[src/rtl/octdac_pkg.sv]
package octdac_pkg;

  localparam int WORD_W = 16;

  typedef enum logic [1:0] {
    LD_CONT = 2'b00,
    LD_HOLD = 2'b01,
    LD_ONCE = 2'b10,
    LD_RSVD = 2'b11
  } ldPolicy_e;

  typedef enum logic [1:0] {
    MD_REF  = 2'b00,
    MD_LOAD = 2'b01,
    MD_PWR  = 2'b10,
    MD_RST  = 2'b11
  } cmdMode_e;

  // strobes from control to datapath
  typedef struct packed {
    logic wrData;
    logic setRef;
    logic setPd;
    logic doReset;
    logic copyAll;
  } dpStrobe_t;

endpackage

[src/rtl/octdac_frame_rx.sv]
module octdac_frame_rx #(
  parameter int WordW     = 16,
  parameter int SyncDepth = 2
) (
  input  logic             clk,
  input  logic             rstN,
  input  logic             serClk,
  input  logic             serData,
  input  logic             frameN,
  output logic             wordValid,
  output logic [WordW-1:0] word
);

  localparam int CntW = $clog2(WordW + 2);
  localparam logic [CntW-1:0] FullCnt = CntW'(WordW);
  localparam logic [CntW-1:0] OverCnt = CntW'(WordW + 1);

  logic [SyncDepth-1:0] clkPipe, datPipe, frmPipe;
  logic clkLast, frmLast;
  logic clkS, datS, frmS;
  logic clkFall, frmRise;
  logic [CntW-1:0] bitCnt;
  logic [WordW-1:0] shiftQ;

  always_ff @(posedge clk or negedge rstN) begin
    if (!rstN) begin
      clkPipe <= '1;
      datPipe <= '0;
      frmPipe <= '1;
      clkLast <= 1'b1;
      frmLast <= 1'b1;
    end else begin
      clkPipe <= {clkPipe[SyncDepth-2:0], serClk};
      datPipe <= {datPipe[SyncDepth-2:0], serData};
      frmPipe <= {frmPipe[SyncDepth-2:0], frameN};
      clkLast <= clkS;
      frmLast <= frmS;
    end
  end

  assign clkS    = clkPipe[SyncDepth-1];
  assign datS    = datPipe[SyncDepth-1];
  assign frmS    = frmPipe[SyncDepth-1];
  assign clkFall = clkLast & ~clkS;
  assign frmRise = ~frmLast & frmS;

  always_ff @(posedge clk or negedge rstN) begin
    if (!rstN) begin
      bitCnt    <= '0;
      shiftQ    <= '0;
      wordValid <= 1'b0;
    end else begin
      wordValid <= 1'b0;
      if (frmRise) begin
        wordValid <= (bitCnt == FullCnt);
        bitCnt    <= '0;
      end else if (frmS) begin
        bitCnt <= '0;
      end else if (clkFall && bitCnt != OverCnt) begin
        shiftQ <= {shiftQ[WordW-2:0], datS};
        bitCnt <= bitCnt + 1'b1;
      end
    end
  end

  assign word = shiftQ;

endmodule

[src/rtl/octdac_ctrl.sv]
module octdac_ctrl
  import octdac_pkg::*;
(
  input  logic       clk,
  input  logic       rstN,
  input  logic       wordValid,
  input  logic       typeBit,
  input  logic [1:0] modeBits,
  input  logic [1:0] selBits,
  output dpStrobe_t  stb,
  output ldPolicy_e  policy
);

  logic     isCmd;
  logic     oncePend;
  cmdMode_e mode;

  assign isCmd = wordValid & typeBit;
  assign mode  = cmdMode_e'(modeBits);

  always_comb begin
    stb.wrData  = wordValid & ~typeBit;
    stb.setRef  = isCmd && (mode == MD_REF);
    stb.setPd   = isCmd && (mode == MD_PWR);
    stb.doReset = isCmd && (mode == MD_RST);
    stb.copyAll = (policy == LD_CONT) | oncePend;
  end

  always_ff @(posedge clk or negedge rstN) begin
    if (!rstN) begin
      policy   <= LD_HOLD;
      oncePend <= 1'b0;
    end else begin
      oncePend <= 1'b0;
      if (isCmd && mode == MD_RST) begin
        policy <= LD_HOLD;
      end else if (isCmd && mode == MD_LOAD) begin
        case (ldPolicy_e'(selBits))
          LD_CONT: policy <= LD_CONT;
          LD_HOLD: policy <= LD_HOLD;
          LD_ONCE: begin
            policy   <= LD_HOLD;
            oncePend <= 1'b1;
          end
          default: ;
        endcase
      end
    end
  end

endmodule

[src/rtl/octdac_dpath.sv]
module octdac_dpath
  import octdac_pkg::*;
#(
  parameter int NumCh  = 8,
  parameter int CodeW  = 12,
  parameter int NumGrp = 2,
  parameter int PayW   = 15
) (
  input  logic                   clk,
  input  logic                   rstN,
  input  dpStrobe_t              stb,
  input  logic [PayW-1:0]        payload,
  output logic [NumCh*CodeW-1:0] inCodes,
  output logic [NumCh*CodeW-1:0] dacCodes,
  output logic [NumCh-1:0]       pwrDown,
  output logic [NumGrp-1:0]      vddSel,
  output logic [NumGrp-1:0]      bufEff,
  output logic [NumGrp-1:0]      gainEff
);

  localparam int AddrW = $clog2(NumCh);

  logic [AddrW-1:0]  chanSel;
  logic [CodeW-1:0]  codeIn;
  logic [NumGrp-1:0] vddQ, bufQ, gainQ;

  assign chanSel = payload[PayW-1 -: AddrW];
  assign codeIn  = payload[CodeW-1:0];

  always_ff @(posedge clk or negedge rstN) begin
    if (!rstN) begin
      vddQ    <= '0;
      bufQ    <= '0;
      gainQ   <= '0;
      pwrDown <= '0;
    end else if (stb.doReset) begin
      vddQ    <= '0;
      bufQ    <= '0;
      gainQ   <= '0;
      pwrDown <= '0;
    end else begin
      if (stb.setRef) begin
        vddQ  <= payload[NumGrp-1:0];
        bufQ  <= payload[2*NumGrp-1:NumGrp];
        gainQ <= payload[3*NumGrp-1:2*NumGrp];
      end
      if (stb.setPd) begin
        pwrDown <= payload[NumCh-1:0];
      end
    end
  end

  for (genvar ch = 0; ch < NumCh; ch++) begin : g_chan
    logic [CodeW-1:0] inQ, dacQ;
    always_ff @(posedge clk or negedge rstN) begin
      if (!rstN) begin
        inQ  <= '0;
        dacQ <= '0;
      end else if (stb.doReset) begin
        inQ  <= '0;
        dacQ <= '0;
      end else begin
        if (stb.wrData && chanSel == AddrW'(ch)) inQ <= codeIn;
        if (stb.copyAll) dacQ <= inQ;
      end
    end
    assign inCodes[ch*CodeW +: CodeW]  = inQ;
    assign dacCodes[ch*CodeW +: CodeW] = dacQ;
  end

  for (genvar g = 0; g < NumGrp; g++) begin : g_grp
    assign bufEff[g]  = bufQ[g] & ~vddQ[g];
    assign gainEff[g] = gainQ[g] & ~vddQ[g];
  end

  assign vddSel = vddQ;

endmodule

[src/rtl/octdac_cmd_front.sv]
module octdac_cmd_front
  import octdac_pkg::*;
#(
  parameter int NumCh     = 8,
  parameter int CodeW     = 12,
  parameter int NumGrp    = 2,
  parameter int SyncDepth = 2
) (
  input  logic                   clk,
  input  logic                   rstN,
  input  logic                   serClk,
  input  logic                   serData,
  input  logic                   frameN,
  output logic [NumCh*CodeW-1:0] dacCodes,
  output logic [NumCh-1:0]       pwrDown,
  output logic [NumGrp-1:0]      grpVddSel,
  output logic [NumGrp-1:0]      grpBufEff,
  output logic [NumGrp-1:0]      grpGainEff,
  output logic [1:0]             loadPolicy
);

  localparam int WordW = WORD_W;
  localparam int PayW  = WordW - 1;

  logic                   rxValid;
  logic [WordW-1:0]       rxWord;
  dpStrobe_t              stb;
  ldPolicy_e              policy;
  logic [NumCh*CodeW-1:0] inCodes;

  octdac_frame_rx #(.WordW(WordW), .SyncDepth(SyncDepth)) u_rx (
    .clk(clk), .rstN(rstN), .serClk(serClk), .serData(serData),
    .frameN(frameN), .wordValid(rxValid), .word(rxWord)
  );

  octdac_ctrl u_ctrl (
    .clk(clk), .rstN(rstN), .wordValid(rxValid),
    .typeBit(rxWord[WordW-1]), .modeBits(rxWord[WordW-2 -: 2]),
    .selBits(rxWord[1:0]), .stb(stb), .policy(policy)
  );

  octdac_dpath #(.NumCh(NumCh), .CodeW(CodeW), .NumGrp(NumGrp), .PayW(PayW)) u_dp (
    .clk(clk), .rstN(rstN), .stb(stb), .payload(rxWord[PayW-1:0]),
    .inCodes(inCodes), .dacCodes(dacCodes), .pwrDown(pwrDown),
    .vddSel(grpVddSel), .bufEff(grpBufEff), .gainEff(grpGainEff)
  );

  assign loadPolicy = policy;

endmodule

[config.mk]
export PLATFORM = sky130hd
export DESIGN_NAME = octdac_cmd_front
export DESIGN_NICKNAME = d
export VERILOG_FILES = /design/src/rtl/octdac_pkg.sv /design/src/rtl/octdac_frame_rx.sv /design/src/rtl/octdac_ctrl.sv /design/src/rtl/octdac_dpath.sv /design/src/rtl/octdac_cmd_front.sv
export SDC_FILE = /design/constraint.sdc
export NUM_CORES = 1
export LEC_CHECK = 0
export BUFFER_PORTS_ARGS = -buffer_cell sky130_fd_sc_hd__buf_2
export CELL_PAD_IN_SITES_DETAIL_PLACEMENT = 0
export CELL_PAD_IN_SITES_GLOBAL_PLACEMENT = 1
export CORE_ASPECT_RATIO = 0.9
export CORE_MARGIN = 2
export CORE_UTILIZATION = 48
export DETAILED_ROUTE_END_ITERATION = 16
export GPL_TIMING_DRIVEN = 0
export PLACE_DENSITY_LB_ADDON = 0.1
export SLEW_MARGIN = 0
export SYNTH_ARGS = -nofsm -noshare
export SYNTH_HDL_FRONTEND = slang
export SYNTH_SLANG_ARGS = --single-unit
export TNS_END_PERCENT = 5
[constraint.sdc]
create_clock -name clk -period 2.1 [get_ports clk]
set_input_delay 0.21 -clock clk [delete_from_list [all_inputs] [get_ports clk]]
set_output_delay 0.21 -clock clk [all_outputs]
set_load 0.01 [all_outputs]
==> impl_metrics.json, run 1 <==
{
  "grt_pass1_vias": 6084,
  "die_y_um": 139.2,
  "crit_arrival_ns": 2.35,
  "start_util": 0.4889,
  "r2r_cells": 5,
  "fin_crit_sh": 0.9314,
  "r2r_end": "u_dp.g_chan[7].inQ[6]",
  "cts_sinks": 238,
  "routed_via_density": 5.149,
  "cts-root-buf": "clkbuf_16",
  "drt_first_pass_iters": 5,
  "h-tree-depth": 1,
  "worst_pin_slew_ns": 0.9048,
  "synth_edf_count": 0,
  "drv_slew": 0,
  "ys_types": 37,
  "leakagePower_nw": 6.178,
  "cp-end-kind": "flip-flop",
  "hold_viol_final": 0,
  "finalNetCount": 871,
  "syn_area_per_cell_sq_um": 13.68,
  "worstSetupEndpoint": "u_dp.g_chan[7].inQ[6]",
  "min_from": "serClk",
  "status": "finished, final reports clean",
  "instances_no_fill": 1135,
  "drt_iter0_drc": 271,
  "worstHoldPathCells": 2,
  "gr-total-overflow": 0,
  "synth_top_area_cell": "dfrtp_1",
  "ant_nets": 0,
  "grt_max_degree": 122,
  "grt_usage": 0.2009,
  "grt_pass1_wl_um": 33790,
  "core_sq_mm": 0.01993,
  "r2r-start": "u_rx.word[14]",
  "irDropWorstVdd_mv": 0.6115,
  "yosysMostFrequentCell": "dfrtp_1",
  "startpoint_type": "flip-flop",
  "cts_tree": "built",
  "fin_skew_ns": 0.01926,
  "yosysTopAreaCellShare": 0.5934,
  "dp.cells": 1083,
  "fp.dieW_um": 154.2,
  "io_pins": 117,
  "numCtsBuffers": 25,
  "min_path_type": "in2reg",
  "final_area_sq_mm": 0.01152,
  "yosys-top-cells-area": "dfrtp_1 (59%), mux2_2 (20%), and2_1 (5.8%), dfstp_2 (1.9%), mux2i_1 (1.6%)",
  "syn_inst": 712,
  "numPortBuffers": 115,
  "drive_gt1_frac": 0.4205,
  "cp-startpoint": "u_rx.word[14]",
  "timing.setup.tns_ns": 0,
  "netlist_area_sq_mm": 0.009742,
  "final-setup-viol-count": 0,
  "antenna_found_initial": 0,
  "synth_seq_area_share": 0.6123,
  "maxCapViolCount": 0,
  "synthTopCellsByCount": "dfrtp_1 (231), mux2_2 (177), and2_1 (91), o21ai_0 (24), nand2_1 (23)",
  "syn2layout_area_growth_pct": 18.24,
  "fillers": 1630,
  "clock_path_buffers": 3,
  "dp_hpwl_um": 13820,
  "fin_crit_ns": 1.956,
  "drc": 0,
  "drt-wirelength-per-cell_um": 18.46,
  "wl_um": 20960,
  "cp_data_required_time_ns": 2.50,
  "vias": 5844,
  "reg2reg_slack_ns": 0.14,
  "dieArea_sq_mm": 0.02145,
  "worstPathMaxFanout": 10,
  "synth_seq_cells": 238,
  "gp_congestion": 0.7853,
  "max_freq_mhz": 511.2,
  "slew_headroom": 0.3968,
  "clock_latency_ns": 0.52,
  "cts.clk_slew.worst_paths_ns": 0.06,
  "antenna_cells": 0,
  "post-place-ws_ns": -0.02713,
  "synthArstFlopShare": 1.000,
  "worst-setup-path-type": "reg2reg",
  "num_rows": 49,
  "synthesis.nets": 722,
  "place_area_sq_mm": 0.01067,
  "fin_ws_ns": 0.1440,
  "yosys_warnings": 0,
  "powerDensity_mw_per_mm2": 826.8,
  "synth_ff_type": "dfrtp_1",
  "rsz0062_at_grt": "no"
}
==> logic make-up (layout without fill, tap and decap cells) <==
| group | after synthesis | in the layout | share of synthesized area |
|---|---|---|---|
| compound gates | 36 | 36 | 0.02183 |
| fa+ha+maj | 5 | 5 | 0.006422 |
| buf+inv | 64 | 232 | 0.03031 |
| flops | 238 | 238 | 0.6123 |
| mux | 195 | 195 | 0.2233 |
| other cells | 1 | 1 | 0.0003849 |
| simple gates | 173 | 173 | 0.1054 |
==> critical path, stage by stage, from the launching register on <==
cell and delay [ns]:
dfrtp_1 0.43, buf_2 0.24, and2_1 0.22, and2_1 0.27
buf_2 0.30, mux2_2 0.37
==> flip-flops by register name, indices dropped and copies added, names as in the netlist, 5 cells and up <==
register / cells
u_dp.g_chan.dacQ: 96
u_dp.g_chan.inQ: 96
u_dp.pwrDown: 8
u_rx.bitCnt: 5
u_rx.word: 16
==> metal layers <==
| metal | track usage | vias up | share of wire |
|---|---|---|---|
| met4 | 0.04279 | 0 | 0.016 |
| met1 | 0.2946 | 2960 | 0.47 |
| met3 | 0.03281 | 29 | 0.047 |
| met5 | 0 | - | 0 |
| li1 | - | 2727 | - |
| met2 | 0.3193 | 128 | 0.47 |
==> where the power goes <==
group / total (W) / internal, W / switching, W
Clock: 0.00412 / 0.00238 / 0.00174
Sequential: 0.00477 / 0.00467 / 0.000103
Combinational: 0.000626 / 0.000138 / 0.000489
Total: 0.00952 / 0.00719 / 0.00233
==> worst min path at each step <==
| stage | end |
|---|---|
| detailed placement | u_rx.clkPipe[0] |
| CTS | u_rx.clkPipe[0] |
| global route | u_rx.clkPipe[0] |
| floorplan | u_ctrl.oncePend |
| finish | u_rx.clkPipe[0] |
| global placement | u_rx.clkPipe[0] |
==> cell usage in the layout, fill, tap and decap left out, drive strengths merged <==
cell	Yosys	routed
nand3	17	17
clkinv	0	7
mux2i	16	16
dfstp	7	7
conb	1	1
or3	1	1
buf	25	143
nor2	6	6
nand4	3	3
and2	91	91
nand2	23	23
and2b	1	1
nor4bb	1	1
dlygate4sd3	0	4
nand2b	12	12
a21oi	3	3
nor2b	7	7
nor3b	2	2
a311oi	1	1
a31o	1	1
and3b	2	2
nor4b	1	1
inv	18	19
a22o	6	6
o31ai	1	1
mux2	179	179
dfrtp	231	231
o21ai	24	24
nand4bb	1	1
clkbuf	21	59
ha	5	5
nand3b	3	3
and3	2	2
==> final cells by class <==
type | count | area (sq um) | share of cell area
clock buffers | 38 | 724.4 | 0.06289
clock inverters | 8 | 47.55 | 0.004128
inverters | 18 | 67.56 | 0.005866
multi-input cells | 410 | 3497 | 0.3036
plain buffers | 46 | 227.7 | 0.01977
repair buffers | 122 | 668.1 | 0.05801
well taps | 255 | 319.1 | 0.02770
flip-flops and latches | 238 | 5967 | 0.5180
==> what timing repair did <==
action                                  4_1_cts  5_1_grt
setup buffers                                 0        2
hold endpoints to repair                    114        0
endpoints found under the setup margin       24       57
hold buffers                                  4        0
resized for setup                             1        3
==> metrics by stage <==
step | util | total power, W | hold WS, ns
floorplan | - | 0.005053 | -0.08559
finish | 0.5781 | 0.009523 | 0.3381
detailed placement | 0.5357 | 0.005490 | 0.3164
global route | 0.5781 | 0.009884 | 0.3271
global placement | 0.5338 | 0.005472 | 0.3163
CTS | 0.5769 | 0.009637 | 0.3205
Power figures use the tool's default switching activity.
==> inputs of run 2 (changes only) <==
--- a/config.mk
+++ b/config.mk
@@ -6,14 +6,11 @@
 export NUM_CORES = 1
 export LEC_CHECK = 0
 export BUFFER_PORTS_ARGS = -buffer_cell sky130_fd_sc_hd__buf_2
-export CELL_PAD_IN_SITES_DETAIL_PLACEMENT = 0
-export CELL_PAD_IN_SITES_GLOBAL_PLACEMENT = 1
 export CORE_ASPECT_RATIO = 0.9
 export CORE_MARGIN = 2
-export CORE_UTILIZATION = 48
+export CORE_UTILIZATION = 58
 export DETAILED_ROUTE_END_ITERATION = 16
-export GPL_TIMING_DRIVEN = 0
-export PLACE_DENSITY_LB_ADDON = 0.1
+export PLACE_DENSITY = 0.8
 export SLEW_MARGIN = 0
 export SYNTH_ARGS = -nofsm -noshare
 export SYNTH_HDL_FRONTEND = slang
==> run 2 against run 1 <==
Compared with the run above: combinational power is 48% lower; wire length fell by 2.5%; via count up 0.75%; critical path depth shrank 2; core utilization up 12 points; non-clock buffer count fell by 28; critical path type unchanged.
==> impl_metrics.json, run 2 (synthesis results as in run 1) <==
{
  "status": "finished, final reports clean",
  "min_path_type": "in2async",
  "slew_headroom": 0.5191,
  "layout_commonest_cell": "dfrtp_1",
  "crit_arrival_ns": 2.25,
  "routed_via_density": 5.586,
  "num_rows": 44,
  "h-tree-depth": 1,
  "drive_gt1_frac": 0.4286,
  "fillers": 1078,
  "drt_iter0_drc": 296,
  "ant_nets": 0,
  "syn2layout_area_growth_pct": 17.29,
  "start_util": 0.5978,
  "cp_data_required_time_ns": 2.49,
  "cts_tree": "built",
  "numCtsBuffers": 24,
  "finalNetCount": 842,
  "reg2reg_slack_ns": 0.24,
  "dieArea_sq_mm": 0.01785,
  "drt-wirelength-per-cell_um": 19.38,
  "dp_hpwl_um": 12720,
  "vias": 5888,
  "core_sq_mm": 0.01630,
  "fin_skew_ns": 0.01076,
  "drt_first_pass_iters": 4,
  "die_y_um": 127.0,
  "worst_pin_slew_ns": 0.7214,
  "clock_path_buffers": 3,
  "wl_um": 20430,
  "cts_sinks": 238,
  "drv_slew": 0,
  "multi_input_area_sq_mm": 0.003502,
  "fin_crit_ns": 1.861,
  "startpoint_type": "flip-flop",
  "final_util": 0.7012,
  "io_pins": 117,
  "drc": 0,
  "gp_congestion": 0.7990,
  "powerDensity_mw_per_mm2": 836.3,
  "fin_ws_ns": 0.2395,
  "cts-root-buf": "clkbuf_16",
  "worstPathMaxFanout": 12,
  "max_freq_mhz": 537.5,
  "leakagePower_nw": 6.179,
  "final_cell_mix": "dfrtp_1 (231), mux2_2 (177), buf_2 (114)",
  "numPortBuffers": 115,
  "irDropWorstVdd_mv": 0.6439,
  "hold_viol_final": 0,
  "grt_pass1_vias": 6256,
  "maxCapViolCount": 0,
  "antenna_cells": 0,
  "timing.setup.tns_ns": 0,
  "r2r_cells": 3,
  "grt_max_degree": 76,
  "grt_pass1_wl_um": 33100,
  "rsz0062_at_grt": "no",
  "antenna_found_initial": 0,
  "gr-total-overflow": 0,
  "post-place-ws_ns": 0.09495,
  "register_area_sq_mm": 0.005964,
  "fp.dieW_um": 140.6,
  "worst-setup-path-type": "reg2reg",
  "final-setup-viol-count": 0,
  "cp-end-kind": "flip-flop",
  "cts.clk_slew.worst_paths_ns": 0.06,
  "clock_latency_ns": 0.51,
  "fin_crit_sh": 0.8860,
  "grt_usage": 0.2335
}
==> run 2: cell count changes in the layout (fill, tap and decap cells not counted), moves of 2 or more <==
cell	change
buf_2	-14
buf_4	+4
and2_1	-2
and2_2	+2
buf_12	+5
clkbuf_8	+2
dfrtp_2	-2
dfrtp_1	+2
clkinv_2	-2
clkbuf_1	-25
==> run 2: path summary, 6_finish.rpt <==
| path | from | to |
|---|---|---|
| hold / removal | rstN | u_dp.g_chan[2].dacQ[2] |
| max in group asynchronous | rstN | u_rx.frmPipe[0] |
| setup reg to reg | u_rx.word[15] | u_dp.g_chan[4].inQ[7] |
| min in group clk | serClk | u_rx.clkPipe[0] |
| hold reg to reg | u_rx.clkPipe[0] | u_rx.clkPipe[1] |
| setup / recovery | u_rx.word[15] | u_dp.g_chan[4].inQ[7] |
==> run 2: worst max-delay path: stages, from the launching register on <==
cell     delay, ns
dfrtp_1       0.47
nor3b_2       0.47
and2_2        0.43
mux2_2        0.38
==> run 2: stage by stage <==
step / cells / power, W / area [sq um] / hold WS (ns)
after global routing: 1054 / 0.009856 / 11430 / 0.3220
after detailed placement: 1009 / 0.005426 / 10600 / 0.2255
after global placement: 1009 / 0.005398 / 10600 / 0.2223
after CTS: 1054 / 0.009622 / 11420 / 0.3034
after floorplan: 712 / 0.005053 / 9742 / -0.08559
final: 1054 / 0.009555 / 11430 / 0.2816
==> run 2: what timing repair did <==
item                       in CTS  in global routing
hold endpoints to repair       71                  0
setup endpoints to repair       0                 21
setup buffers                   0                  0
hold buffers                    4                  0
gates resized for setup         0                  2
==> run 2: routing by layer <==
metal / track usage / vias up / routed length [um]
met3: 0.04379 / 42 / 1015
met1: 0.3251 / 3043 / 9075
li1: - / 2654 / -
met5: 0 / - / 0
met2: 0.3819 / 149 / 9807
met4: 0.06706 / 0 / 529
==> run 2: report_power, final <==
| group | leakage (nW) | internal, W | switching, W |
|---|---|---|---|
| registers | 3.29 | 0.00466 | 0.000365 |
| logic | 2.50 | 0.000134 | 0.000191 |
| clock network | 0.393 | 0.00253 | 0.00167 |
| total | 6.18 | 0.00733 | 0.00223 |
==> run 2: final cells by class <==
type / count / share of cell area
multi-input cells: 410 / 0.3065
repair buffers: 140 / 0.07403
clock buffers: 36 / 0.06450
inverters: 18 / 0.005913
well taps: 207 / 0.02267
flip-flops and latches: 238 / 0.5220
clock inverters: 5 / 0.004380
==> inputs of run 3 (changes only) <==
--- a/config.mk
+++ b/config.mk
@@ -5,14 +5,15 @@
 export SDC_FILE = /design/constraint.sdc
 export NUM_CORES = 1
 export LEC_CHECK = 0
+export ABC_AREA = 1
 export BUFFER_PORTS_ARGS = -buffer_cell sky130_fd_sc_hd__buf_2
 export CORE_ASPECT_RATIO = 0.9
-export CORE_MARGIN = 2
 export CORE_UTILIZATION = 58
 export DETAILED_ROUTE_END_ITERATION = 16
-export PLACE_DENSITY = 0.8
+export PLACE_DENSITY = 0.79
 export SLEW_MARGIN = 0
 export SYNTH_ARGS = -nofsm -noshare
 export SYNTH_HDL_FRONTEND = slang
+export SYNTH_HIERARCHICAL = 1
 export SYNTH_SLANG_ARGS = --single-unit
 export TNS_END_PERCENT = 5
==> run 3 against run 2 <==
Compared with the run above: sequential power is 7.0% lower; critical path depth is 3 higher; synthesized cell count up 63%; maximum frequency down 6.3%; clock power fell by 2%; die area up 0.84%; global-route usage up 2.4 points; core utilization decreased by 1.1 points; worst hold slack worse by 0.18 ns; power down 3.6%; first-iteration DRC count up 120%; clock skew grew 0.0032 ns; largest power group unchanged; highest routed layer unchanged.
==> impl_metrics.json, run 3 <==
{
  "ys_types": 27,
  "worst_pin_slew_ns": 0.7785,
  "cp_top_family": "simple AND/OR/NAND/NOR gates",
  "r2r_cells": 6,
  "drt_iter0_drc": 649,
  "grt_pass1_vias": 7230,
  "grt_max_degree": 97,
  "cp_slowest_stage_delay_ns": 0.52,
  "layout_commonest_cell": "nand2_1",
  "startpoint_type": "flip-flop",
  "dp.cells": 1470,
  "synth_top_area_cell": "dfrtp_1",
  "yosys_warnings": 6,
  "finalNetCount": 1275,
  "cp-end-kind": "flip-flop",
  "cts.clk_slew.worst_paths_ns": 0.06,
  "cp.depth": 6,
  "syn2layout_area_growth_pct": 15.78,
  "cp_data_required_time_ns": 2.43,
  "crit_slowest_cell": "nand2_1",
  "final_util": 0.6898,
  "numPortBuffers": 115,
  "cts_sinks": 238,
  "antenna_cells": 0,
  "synth_seq_area_share": 0.5887,
  "status": "finished, final reports clean",
  "routed_via_density": 5.108,
  "crit_arrival_ns": 2.32,
  "ant_nets": 0,
  "max_freq_mhz": 503.7,
  "yosys-top-cells-area": "dfrtp_1 (57%), nand2_1 (10%), inv_1 (8.0%), o21ai_0 (7.8%), nor2_1 (3.8%)",
  "clock_latency_ns": 0.51,
  "fp.dieW_um": 141.3,
  "synthesis.nets": 1168,
  "syn_inst": 1158,
  "cts_tree": "built",
  "yosysTopAreaCellShare": 0.5706,
  "syn_area_per_cell_sq_um": 8.749,
  "timing.critical_path.buf_inv": 1,
  "cts_setup_buffers": 0,
  "die_y_um": 127.4,
  "powerDensity_mw_per_mm2": 785.2,
  "yosysMostFrequentCell": "nand2_1",
  "final-setup-viol-count": 0,
  "synthTopCellsByCount": "nand2_1 (279), dfrtp_1 (231), inv_1 (215), o21ai_0 (158), nor2_1 (102)",
  "cts-resized-gates": 0,
  "synthArstFlopShare": 1.000,
  "maxCapViolCount": 0,
  "gp_congestion": 0.7786,
  "cts-root-buf": "clkbuf_16",
  "rsz0062_at_grt": "no",
  "wl_um": 22240,
  "drt_first_pass_iters": 6,
  "leakagePower_nw": 5.865,
  "worstPathMaxFanout": 24,
  "dieArea_sq_mm": 0.01800,
  "synth_ff_type": "dfrtp_1",
  "io_pins": 117,
  "final_cell_mix": "nand2_1 (278), dfrtp_1 (231), inv_1 (215)",
  "core_sq_mm": 0.01700,
  "drive_gt1_frac": 0.1789,
  "vias": 7739,
  "netlist_area_sq_mm": 0.01013,
  "drt-wirelength-per-cell_um": 14.68,
  "h-tree-depth": 1,
  "dp_hpwl_um": 13670,
  "min_path_type": "in2async",
  "grt_usage": 0.2576,
  "drv_slew": 0,
  "hold_viol_final": 0,
  "worst-setup-path-type": "reg2reg",
  "synth_edf_count": 0,
  "fin_skew_ns": 0.01397,
  "grt_pass1_wl_um": 36870,
  "slew_headroom": 0.4798,
  "gr-total-overflow": 0,
  "worstPathCellList": "nor2_1, inv_1, nor2_1, nand2_1, nand2_1, o21ai_0",
  "numCtsBuffers": 24,
  "num_rows": 45,
  "fin_crit_ns": 1.985,
  "timing.setup.tns_ns": 0,
  "irDropWorstVdd_mv": 0.5286,
  "drc": 0,
  "start_util": 0.5958,
  "clock_path_buffers": 3,
  "antenna_found_initial": 0,
  "instances_no_fill": 1515,
  "fin_crit_sh": 0.9453,
  "synth_seq_cells": 238
}
-- run 3: repair_timing --
item	CTS	global route
hold buffers	4	0
setup endpoints to repair	0	0
hold endpoints to repair	237	0
-- run 3: layout make-up --
class / count / area (sq um)
tap: 235 / 294.0
fill: 1373 / 5274
multi-input combinational: 644 / 3029
timing repair buffer: 139 / 863.3
sequential: 238 / 5964
clock inverter: 5 / 53.80
clock buffer: 36 / 706.9
inverter: 218 / 818.3
-- run 3: power by group --
group	total [W]	internal [W]	switching [W]
registers	0.00468	0.00464	0.0000409
clock network	0.00412	0.00244	0.00168
logic	0.000414	0.0000889	0.000325
-- run 3: layer usage --
layer / global-route usage / part of all wire / vias up / wire length [um]
met2: 0.3952 / 0.46 / 262 / 10270
met1: 0.3877 / 0.46 / 3685 / 10120
met4: 0.07289 / 0.027 / 0 / 593
met5: 0 / 0 / - / 0
met3: 0.03448 / 0.056 / 43 / 1250
li1: - / - / 3749 / -
-- run 3: path summary, 6_finish.rpt --
path / start / slack, ns / end
min in group clk: u_rx/frmPipe[0] / 0.35 / u_rx/frmPipe[1]
hold reg to reg: u_rx/frmPipe[0] / 0.35 / u_rx/frmPipe[1]
setup / recovery: u_rx/word[15] / 0.11 / u_dp/g_chan[2].inQ[5]
max in group asynchronous: rstN / 1.34 / u_dp/g_chan[2].dacQ[0]
setup reg to reg: u_rx/word[15] / 0.11 / u_dp/g_chan[2].inQ[5]
hold / removal: rstN / 0.10 / u_rx/bitCnt[1]
-- run 3: worst reg2reg max path: cells and delay by family (launching register included) --
kind,cells,cell delay (ns)
AOI/OAI and AO/OA,1,0.16
DFF,1,0.40
buffers and inverters,1,0.06
and+or+nand+nor,4,1.20
-- run 3: cells by family (layout without fill, tap and decap cells) --
family | after synthesis | count (layout) | synth area share
AND/OR/NAND/NOR | 438 | 438 | 0.1767
buffers and inverters | 276 | 398 | 0.1137
flip-flops | 238 | 238 | 0.5887
AO/OA/AOI/OAI | 199 | 199 | 0.1134
adder cells (fa/ha/maj) | 5 | 5 | 0.006175
other | 1 | 1 | 0.0003702
XOR/XNOR | 1 | 1 | 0.0008647
-- run 3: through the flow --
step                worst slack [ns]  instance area, sq um  hold slack (ns)  power, W
CTS                           0.1627                 11730          0.09894  0.009257
global placement              0.2551                 10930          0.03670  0.005159
floorplan                     0.5973                 10130         -0.08559  0.004892
finish                        0.1148                 11730           0.1040  0.009210
detailed placement            0.1972                 10930          0.03575  0.005164
global route                0.004337                 11730           0.1061  0.009470
